`config.mk`:
```
export PLATFORM = sky130hd
export DESIGN_NAME = com_scan_seq
export DESIGN_NICKNAME = d
export VERILOG_FILES = /design/src/rtl/com_scan_pkg.sv /design/src/rtl/com_slot_counter.sv /design/src/rtl/com_order_map.sv /design/src/rtl/com_seg_policy.sv /design/src/rtl/com_scan_seq.sv
export SDC_FILE = /design/constraint.sdc
export NUM_CORES = 1
export LEC_CHECK = 0
export CORE_MARGIN = 2
export CORE_UTILIZATION = 25
export CTS_CLUSTER_DIAMETER = 120
export DETAILED_ROUTE_END_ITERATION = 7
export DONT_BUFFER_PORTS = 1
export GPL_TIMING_DRIVEN = 0
export SLEW_MARGIN = 10
export SYNTH_ARGS = -nofsm -noshare
export SYNTH_HDL_FRONTEND = slang
export SYNTH_SLANG_ARGS = --single-unit
```
`constraint.sdc`:
```
create_clock -name clk -period 6.5 [get_ports clk]
set_input_delay 1.3 -clock clk [delete_from_list [all_inputs] [get_ports clk]]
set_output_delay 1.3 -clock clk [all_outputs]
set_load 0.02 [all_outputs]
```
`src/rtl/com_scan_pkg.sv`:
```
package com_scan_pkg;
  typedef enum logic [1:0] {
    SEG_DATA   = 2'd0,
    SEG_INVERT = 2'd1,
    SEG_ALL_ON = 2'd2,
    SEG_BLANK  = 2'd3
  } seg_mode_e;
endpackage

```
`src/rtl/com_slot_counter.sv`:
```
module com_slot_counter #(
  parameter int ROWS = 32
) (
  input  logic                         clk,
  input  logic                         rst,
  input  logic                         tick,
  input  logic                         hold,
  input  logic                         short_duty,
  output logic [$clog2(ROWS+1)-1:0]    slot,
  output logic                         frame
);
  localparam int SLOT_W = $clog2(ROWS+1);
  localparam logic [SLOT_W-1:0] LAST_LONG  = SLOT_W'(ROWS);
  localparam logic [SLOT_W-1:0] LAST_SHORT = SLOT_W'(ROWS/2);

  logic [SLOT_W-1:0] last_slot;
  assign last_slot = short_duty ? LAST_SHORT : LAST_LONG;

  always_ff @(posedge clk) begin
    if (rst) begin
      slot  <= '0;
      frame <= 1'b0;
    end else if (tick && !hold) begin
      if (slot >= last_slot) begin
        slot  <= '0;
        frame <= ~frame;
      end else begin
        slot <= slot + 1'b1;
      end
    end
  end

  // slot never leaves the long frame
  a_r2_slot_range: assert property (@(posedge clk) disable iff (rst)
    slot <= LAST_LONG);

  // parity only changes on the wrap to slot 0
  a_r6_flip_at_wrap: assert property (@(posedge clk) disable iff (rst)
    (frame != $past(frame)) |-> (slot == '0));

  // frozen while held
  a_r7_hold_freezes: assert property (@(posedge clk) disable iff (rst)
    hold |=> $stable(slot));

  // no tick, no movement
  a_r11_no_tick_stable: assert property (@(posedge clk) disable iff (rst)
    !tick |=> ($stable(slot) && $stable(frame)));
endmodule

```
`src/rtl/com_order_map.sv`:
```
module com_order_map #(
  parameter int ROWS   = 32,
  parameter int LINE_W = 6
) (
  input  logic [$clog2(ROWS+1)-1:0] slot,
  input  logic                      short_duty,
  input  logic                      alt_order,
  input  logic [LINE_W-1:0]         start_line,
  output logic [$clog2(ROWS+1)-1:0] com_idx,
  output logic                      is_icon,
  output logic [LINE_W-1:0]         ram_line
);
  localparam int SLOT_W = $clog2(ROWS+1);
  localparam int ROW_W  = $clog2(ROWS);
  localparam logic [ROW_W-1:0]  HALF_R     = ROW_W'(ROWS/2);
  localparam logic [SLOT_W-1:0] ICON_IDX   = SLOT_W'(ROWS);
  localparam logic [SLOT_W-1:0] SHORT_ICON = SLOT_W'(ROWS/2);

  logic [ROW_W-1:0] row;

  always_comb begin
    is_icon = short_duty ? (slot >= SHORT_ICON) : (slot >= ICON_IDX);
    if (!short_duty && alt_order)
      row = slot[0] ? (HALF_R + slot[ROW_W:1]) : slot[ROW_W:1];
    else
      row = slot[ROW_W-1:0];
    if (is_icon) begin
      com_idx  = ICON_IDX;
      ram_line = '0;
    end else begin
      com_idx  = SLOT_W'(row);
      ram_line = start_line + LINE_W'(row);
    end
  end
endmodule

```
`src/rtl/com_seg_policy.sv`:
```
module com_seg_policy
  import com_scan_pkg::*;
(
  input  logic      disp_on,
  input  logic      all_lit,
  input  logic      reverse,
  input  logic      icon_only,
  input  logic      is_icon,
  output logic      power_save,
  output seg_mode_e seg_mode
);
  always_comb begin
    power_save = !disp_on && all_lit;
    if (!disp_on)
      seg_mode = SEG_BLANK;
    else if (all_lit)
      seg_mode = SEG_ALL_ON;
    else if (icon_only && !is_icon)
      seg_mode = SEG_BLANK;
    else if (reverse)
      seg_mode = SEG_INVERT;
    else
      seg_mode = SEG_DATA;
  end
endmodule

```
`src/rtl/com_scan_seq.sv`:
```
module com_scan_seq
  import com_scan_pkg::*;
#(
  parameter int ROWS   = 32,
  parameter int LINE_W = 6
) (
  input  logic                      clk,
  input  logic                      rst,
  input  logic                      tick,
  input  logic                      short_duty,
  input  logic                      alt_order,
  input  logic [LINE_W-1:0]         start_line,
  input  logic                      disp_on,
  input  logic                      all_lit,
  input  logic                      reverse,
  input  logic                      icon_only,
  output logic [$clog2(ROWS+1)-1:0] com_idx,
  output logic                      com_valid,
  output logic [LINE_W-1:0]         ram_line,
  output logic                      icon_row,
  output logic                      frame_tog,
  output logic                      power_save,
  output logic [1:0]                seg_mode
);
  localparam int SLOT_W = $clog2(ROWS+1);
  localparam logic [SLOT_W-1:0] ICON_IDX = SLOT_W'(ROWS);

  logic [SLOT_W-1:0] slot_c, idx_c;
  logic              frame_c, icon_c, ps_c;
  logic [LINE_W-1:0] line_c;
  seg_mode_e         mode_c;

  com_slot_counter #(.ROWS(ROWS)) u_cnt (
    .clk(clk), .rst(rst), .tick(tick), .hold(ps_c),
    .short_duty(short_duty), .slot(slot_c), .frame(frame_c)
  );

  com_order_map #(.ROWS(ROWS), .LINE_W(LINE_W)) u_map (
    .slot(slot_c), .short_duty(short_duty), .alt_order(alt_order),
    .start_line(start_line), .com_idx(idx_c), .is_icon(icon_c),
    .ram_line(line_c)
  );

  com_seg_policy u_pol (
    .disp_on(disp_on), .all_lit(all_lit), .reverse(reverse),
    .icon_only(icon_only), .is_icon(icon_c),
    .power_save(ps_c), .seg_mode(mode_c)
  );

  always_ff @(posedge clk) begin
    if (rst) begin
      com_idx    <= '0;
      com_valid  <= 1'b0;
      ram_line   <= '0;
      icon_row   <= 1'b0;
      frame_tog  <= 1'b0;
      power_save <= 1'b0;
      seg_mode   <= SEG_BLANK;
    end else begin
      com_idx    <= idx_c;
      com_valid  <= !ps_c;
      ram_line   <= line_c;
      icon_row   <= icon_c;
      frame_tog  <= frame_c;
      power_save <= ps_c;
      seg_mode   <= mode_c;
    end
  end

  // no common is driven in power save
  a_r7_ps_idle: assert property (@(posedge clk) disable iff (rst)
    power_save |-> (!com_valid && seg_mode == SEG_BLANK));

  // icon slot reports the icon common
  a_r5_icon_index: assert property (@(posedge clk) disable iff (rst)
    icon_row |-> (com_idx == ICON_IDX && ram_line == '0));

  // reported common within range
  a_r2_idx_range: assert property (@(posedge clk) disable iff (rst)
    com_idx <= ICON_IDX);
endmodule

```
# Word-level counts from Yosys, hierarchy flattened

Cells that the tools add are included.
Widths: inputs -> output; s select.

Multiplexer cells: 9
Reductions and logical operators: 12
$add $sub $neg: 3
Bitwise operators: 2
Magnitude comparators: 3

Operator list:

| kind                | number |
|---|---|
| $mux 6              | 3 |
| $mux 5              | 2 |
| $add 6x1->6 const B | 1 |
| $add 6x5->6         | 1 |
| $ge 6x5->1 const B  | 1 |
| $ge 6x6->1          | 1 |
| $ge 6x6->1 const B  | 1 |
| $add 5x5->5 const A | 1 |
| $logic_and 1x1->1   | 4 |
| $logic_not 1->1     | 4 |
| $mux 1              | 4 |
| $reduce_or 2->1     | 2 |
| $reduce_or 4->1     | 1 |
| $not 1->1           | 2 |
| $reduce_and 2->1    | 1 |

Bits of input ports: 15
Output and inout bits: 18
Logic and storage cells: 40
Register bits after elaboration: 25

# Depth between registers and ports, before layout

Word-level depth: 6
Depth in mapped cells: 10
Mapped depth without buffers: 9

# By module

From an unflattened synthesis, not the netlist that was laid out.

Cell total of the unflattened synthesis: 134
Area total of the unflattened synthesis: 1286.2 um^2

Modules (own cells, without submodules):

| module           | cells an instance | instances | area each (um^2) | sequential area each (um^2) |
|---|---|---|---|---|
| com_scan_seq     | 37                | 1         | 490.5            | 360.3 |
| com_order_map    | 50                | 1         | 389.1            | 0.0 |
| com_slot_counter | 42                | 1         | 370.4            | 140.1 |
| com_seg_policy   | 5                 | 1         | 36.3             | 0.0 |

# Worst setup path before layout

OpenSTA, ideal clock, no wires.

Path type: input -> register
Start point: input port alt_order
End point: register ram_line[5]
Setup slack: 3422 ps
Library setup time: 127 ps
Buffers on the path: 1
Arrival time: 2951 ps
Data required time: 6373 ps
Cell stages on the path: 8
Cell sequence: nor2b_1 -> buf_2 -> o21ai_0 -> ha_1 -> a211oi_1 -> nor2_1 -> and4b_1 -> or3_1

Longest elaborated chain between the ends: 3

RTL lines:

| what                   | RTL line            | source |
|---|---|---|
| start, declared        | com_scan_seq.sv:11  | `input logic alt_order,` |
| $logic_and 1x1->1      | com_order_map.sv:23 | `if (!short_duty && alt_order)` |
| $mux 5                 | com_order_map.sv:23 |  |
| named net u_map.row[1] | com_order_map.sv:19 | `logic [ROW_W-1:0] row;` |
| $add 6x5->6            | com_order_map.sv:32 | `ram_line = start_line + LINE_W'(row);` |
| end signal, assigned   | com_scan_seq.sv:62  | `ram_line <= line_c;` |
| end, declared          | com_scan_seq.sv:19  | `output logic [LINE_W-1:0] ram_line,` |

The timed path passes the listed nets, and every way through them passes these cells.
A chain may end at the register's enable or synchronous reset.

# Worst setup path in the final report

Ends and elaborated chain as after synthesis.

==> reports/qor.yml <==
status: "finished clean"
dr_total_vias: 807
num_rows: 24
fin_cells: 175
finalSetupViolations: 0
hpwl_um: 1670
slowest_stage: "o21ai_0"
die_area_mm2: 0.00513
crit_required_ps: 6660
fin_util_pct: 28.5
grt_pass1_wl_um: 3440
drt_iter0_drc: 32
rr_worst_depth: 7
r2r-end: "ram_line[5]$_SDFF_PP0_"
cts_setup_buffers: 0
crit_fanout: 8
p_switching_uw: 69.5
syn2layout_area_growth_pct: 9.31
synth_seq_cells: 24
postRouteAntennaNets: 0
multi_input_area_um2: 627
clockPowerShare_pct: 31.6
cts.sinks: 24
chipWidth_um: 71.6
grt_start_max_net_pins: 13
skew_ps: 2.76
synth_fp_nets: 145
pre_cts_ws_ps: 3240
antenna_found_initial: 0
routed_wirelength_um: 2150
critPathCapture: "ram_line[5]$_SDFF_PP0_"
seq_area_frac_synth_pct: 42.1
gp_congestion: 0.746
viasPerCell: 4.61
maxCapViolations: 0
drive_above_1_share_pct: 11.4
leakagePower_uw: 0.000518
syn_area_per_cell_um2: 9.52
cts_root_buf: "clkbuf_8"
endpoint_kind: "flop"
pwr-share-seq_pct: 59.2
rr_startpoint: "u_cnt.slot[1]$_SDFFE_PP0P_"
post-route-period-util_pct: 46.1
clock.fmax_ghz: 0.334
hold_viol: 0
worst_pin_slew_ps: 499
max_stage_delay_ps: 380
synth_cell_types: 34
synth_ff_type: "dfxtp_1"
grt_usage_pct: 8.66
grt.overflow.total: 0
arrival_ps: 3150
cp-startpoint: "alt_order"
synthCells: 120
port_buffers: 0
startpoint_type: "primary input"
fp.dieH_um: 71.6
start_util_pct: 26.1
clock_latency_ps: 260
core_mm2: 0.00438
p_comb_share_pct: 9.3
layout_setup_ws_ps: 3510
rrSetupSlack_ps: 4310
yosysWarnings: 0
drc_errors: 0
hold_buffers: 0
regArea_um2: 480
period_needed_ps: 2990
placed_cell_area_mm2: 0.00121
ir_drop_uv: 74.9
relSlewSlack_pct: 66.7
first_pass_iters: 4
diodes: 0
cts_resized: 0
cts_buffers: 3
clkTransAtPathRegs_ps: 80
path_class: "in -> reg"
htreeDepth: 1
hold_path.class: "reg -> reg"
switching_share_pct: 25.1
wire_per_inst_um: 12.3
drv_slew: 0
cp_cell_sequence: "nor2b_1 > buf_2 > o21ai_0 > ha_1 > a211oi_1 > nor2_1 > and4b_1 > or3_1"
cts_buffer_depth: 2
ys_async_sr_fraction_pct: 0
nets: 150
ios: 33
synth_area_mm2: 0.00114
intPower_uw: 208
nFillCells: 465
synth_edf_count: 0
fin_area_mm2: 0.00125
tns_ps: 0
grt_pass1_vias: 733
p_per_area_mw_per_mm2: 222
place_inst: 172
cts_tree: "done"
rsz0062_at_grt: "false"
[synth_stat cells (2+ instances only)]
master    number  area [um2]
ha_1           9         113
nand3b_1       2        15.0
nor2b_1        4        25.0
o21ai_0        7        35.0
nand3_1        5        25.0
dfxtp_1       24         480
inv_1          4        15.0
a21o_1         2        15.0
nand2b_1       3        18.8
a211oi_1       2        15.0
nor2_1        11        41.3
or3_1          2        12.5
buf_4          2        15.0
xor2_1         5        43.8
and2_1         7        43.8
a21oi_1        5        25.0
xnor2_1        2        17.5
nand2_1        7        26.3
mux2_2         2        22.5
[worst min-delay path by stage]
| stage | startpoint | to | slack (ps) | cells past startpoint |
|---|---|---|---|---|
| CTS | u_cnt.frame$_SDFFE_PP0P_ | frame_tog$_SDFF_PP0_ | 490 | 1 |
| detailed placement | u_cnt.frame$_SDFFE_PP0P_ | frame_tog$_SDFF_PP0_ | 480 | 1 |
| global placement | u_cnt.frame$_SDFFE_PP0P_ | frame_tog$_SDFF_PP0_ | 470 | 1 |
| global route | u_cnt.frame$_SDFFE_PP0P_ | frame_tog$_SDFF_PP0_ | 500 | 1 |
| floorplan | u_cnt.frame$_SDFFE_PP0P_ | frame_tog$_SDFF_PP0_ | 450 | 1 |
| finish | u_cnt.frame$_SDFFE_PP0P_ | frame_tog$_SDFF_PP0_ | 490 | 1 |
[cell usage in the layout (no fill, tap or decap), drive strengths merged, types with 3 or more instances in the layout]
master  instances
dfxtp          24
nor2           12
ha              9
nand2           7
o21ai           7
and2            7
xor2            5
a21oi           5
nand3           5
inv             4
nor2b           4
nand2b          3
clkbuf          3
buf             3
a211oi          3
[layout make-up]
| type | count | area share, % |
|---|---|---|
| flip-flops and latches | 24 | 38.5 |
| well taps | 52 | 5.21 |
| inverters | 4 | 1.20 |
| plain buffers | 3 | 1.60 |
| multi-input cells | 89 | 50.2 |
| clock buffers | 3 | 3.31 |
[registers in the layout (all words and copies together), names as in the netlist]
| register | count |
|---|---|
| ram_line | 6 |
| seg_mode | 2 |
| com_valid | 1 |
| u_cnt.frame | 1 |
| power_save | 1 |
| frame_tog | 1 |
| com_idx | 6 |
| u_cnt.slot | 6 |
[per-layer routing]
layer | GRT usage, % | vias up | part of all wire [%] | wire length, um
met4 | 5.66 | 0 | 2.4 | 52
met2 | 11.9 | 27 | 41 | 874
met5 | 0 | - | 0 | 0
li1 | - | 422 | - | -
met1 | 11.1 | 354 | 46 | 989
met3 | 3.38 | 4 | 11 | 229
[worst max-delay path, delay by kind of cell]
| family | cells | cell delay [ps] |
|---|---|---|
| buf+inv | 1 | 160 |
| fa+ha+maj | 1 | 340 |
| simple gates | 4 | 740 |
| compound gates | 2 | 610 |
[power by group through the flow]
stage	Sequential, uW	Clock, uW	Combinational (uW)
detailed placement	168	0	26.3
global route	165	97.9	30.0
floorplan	166	0	21.3
CTS	164	89.4	26.3
finish	164	87.5	25.7
global placement	168	0	25.8
[cell families (layout without fill, tap and decap cells)]
logic type                 after synthesis  in the layout  share of synthesized area, %
buffers and inverters                    7             10                          3.07
muxes                                    2              2                          1.97
adders and majority gates               10             10                          11.6
AOI/OAI and AO/OA                       21             21                          12.5
and+or+nand+nor                         49             49                          23.4
xor gates and xnor gates                 7              7                          5.37
DFF                                     24             24                          42.1
[per-stage QoR]
stage | power, uW | hold slack (ps)
after global routing | 293 | 501
after floorplan | 188 | 450
after global placement | 193 | 470
after detailed placement | 194 | 475
after CTS | 280 | 486
final | 277 | 493
Power figures use the tool's default switching activity.
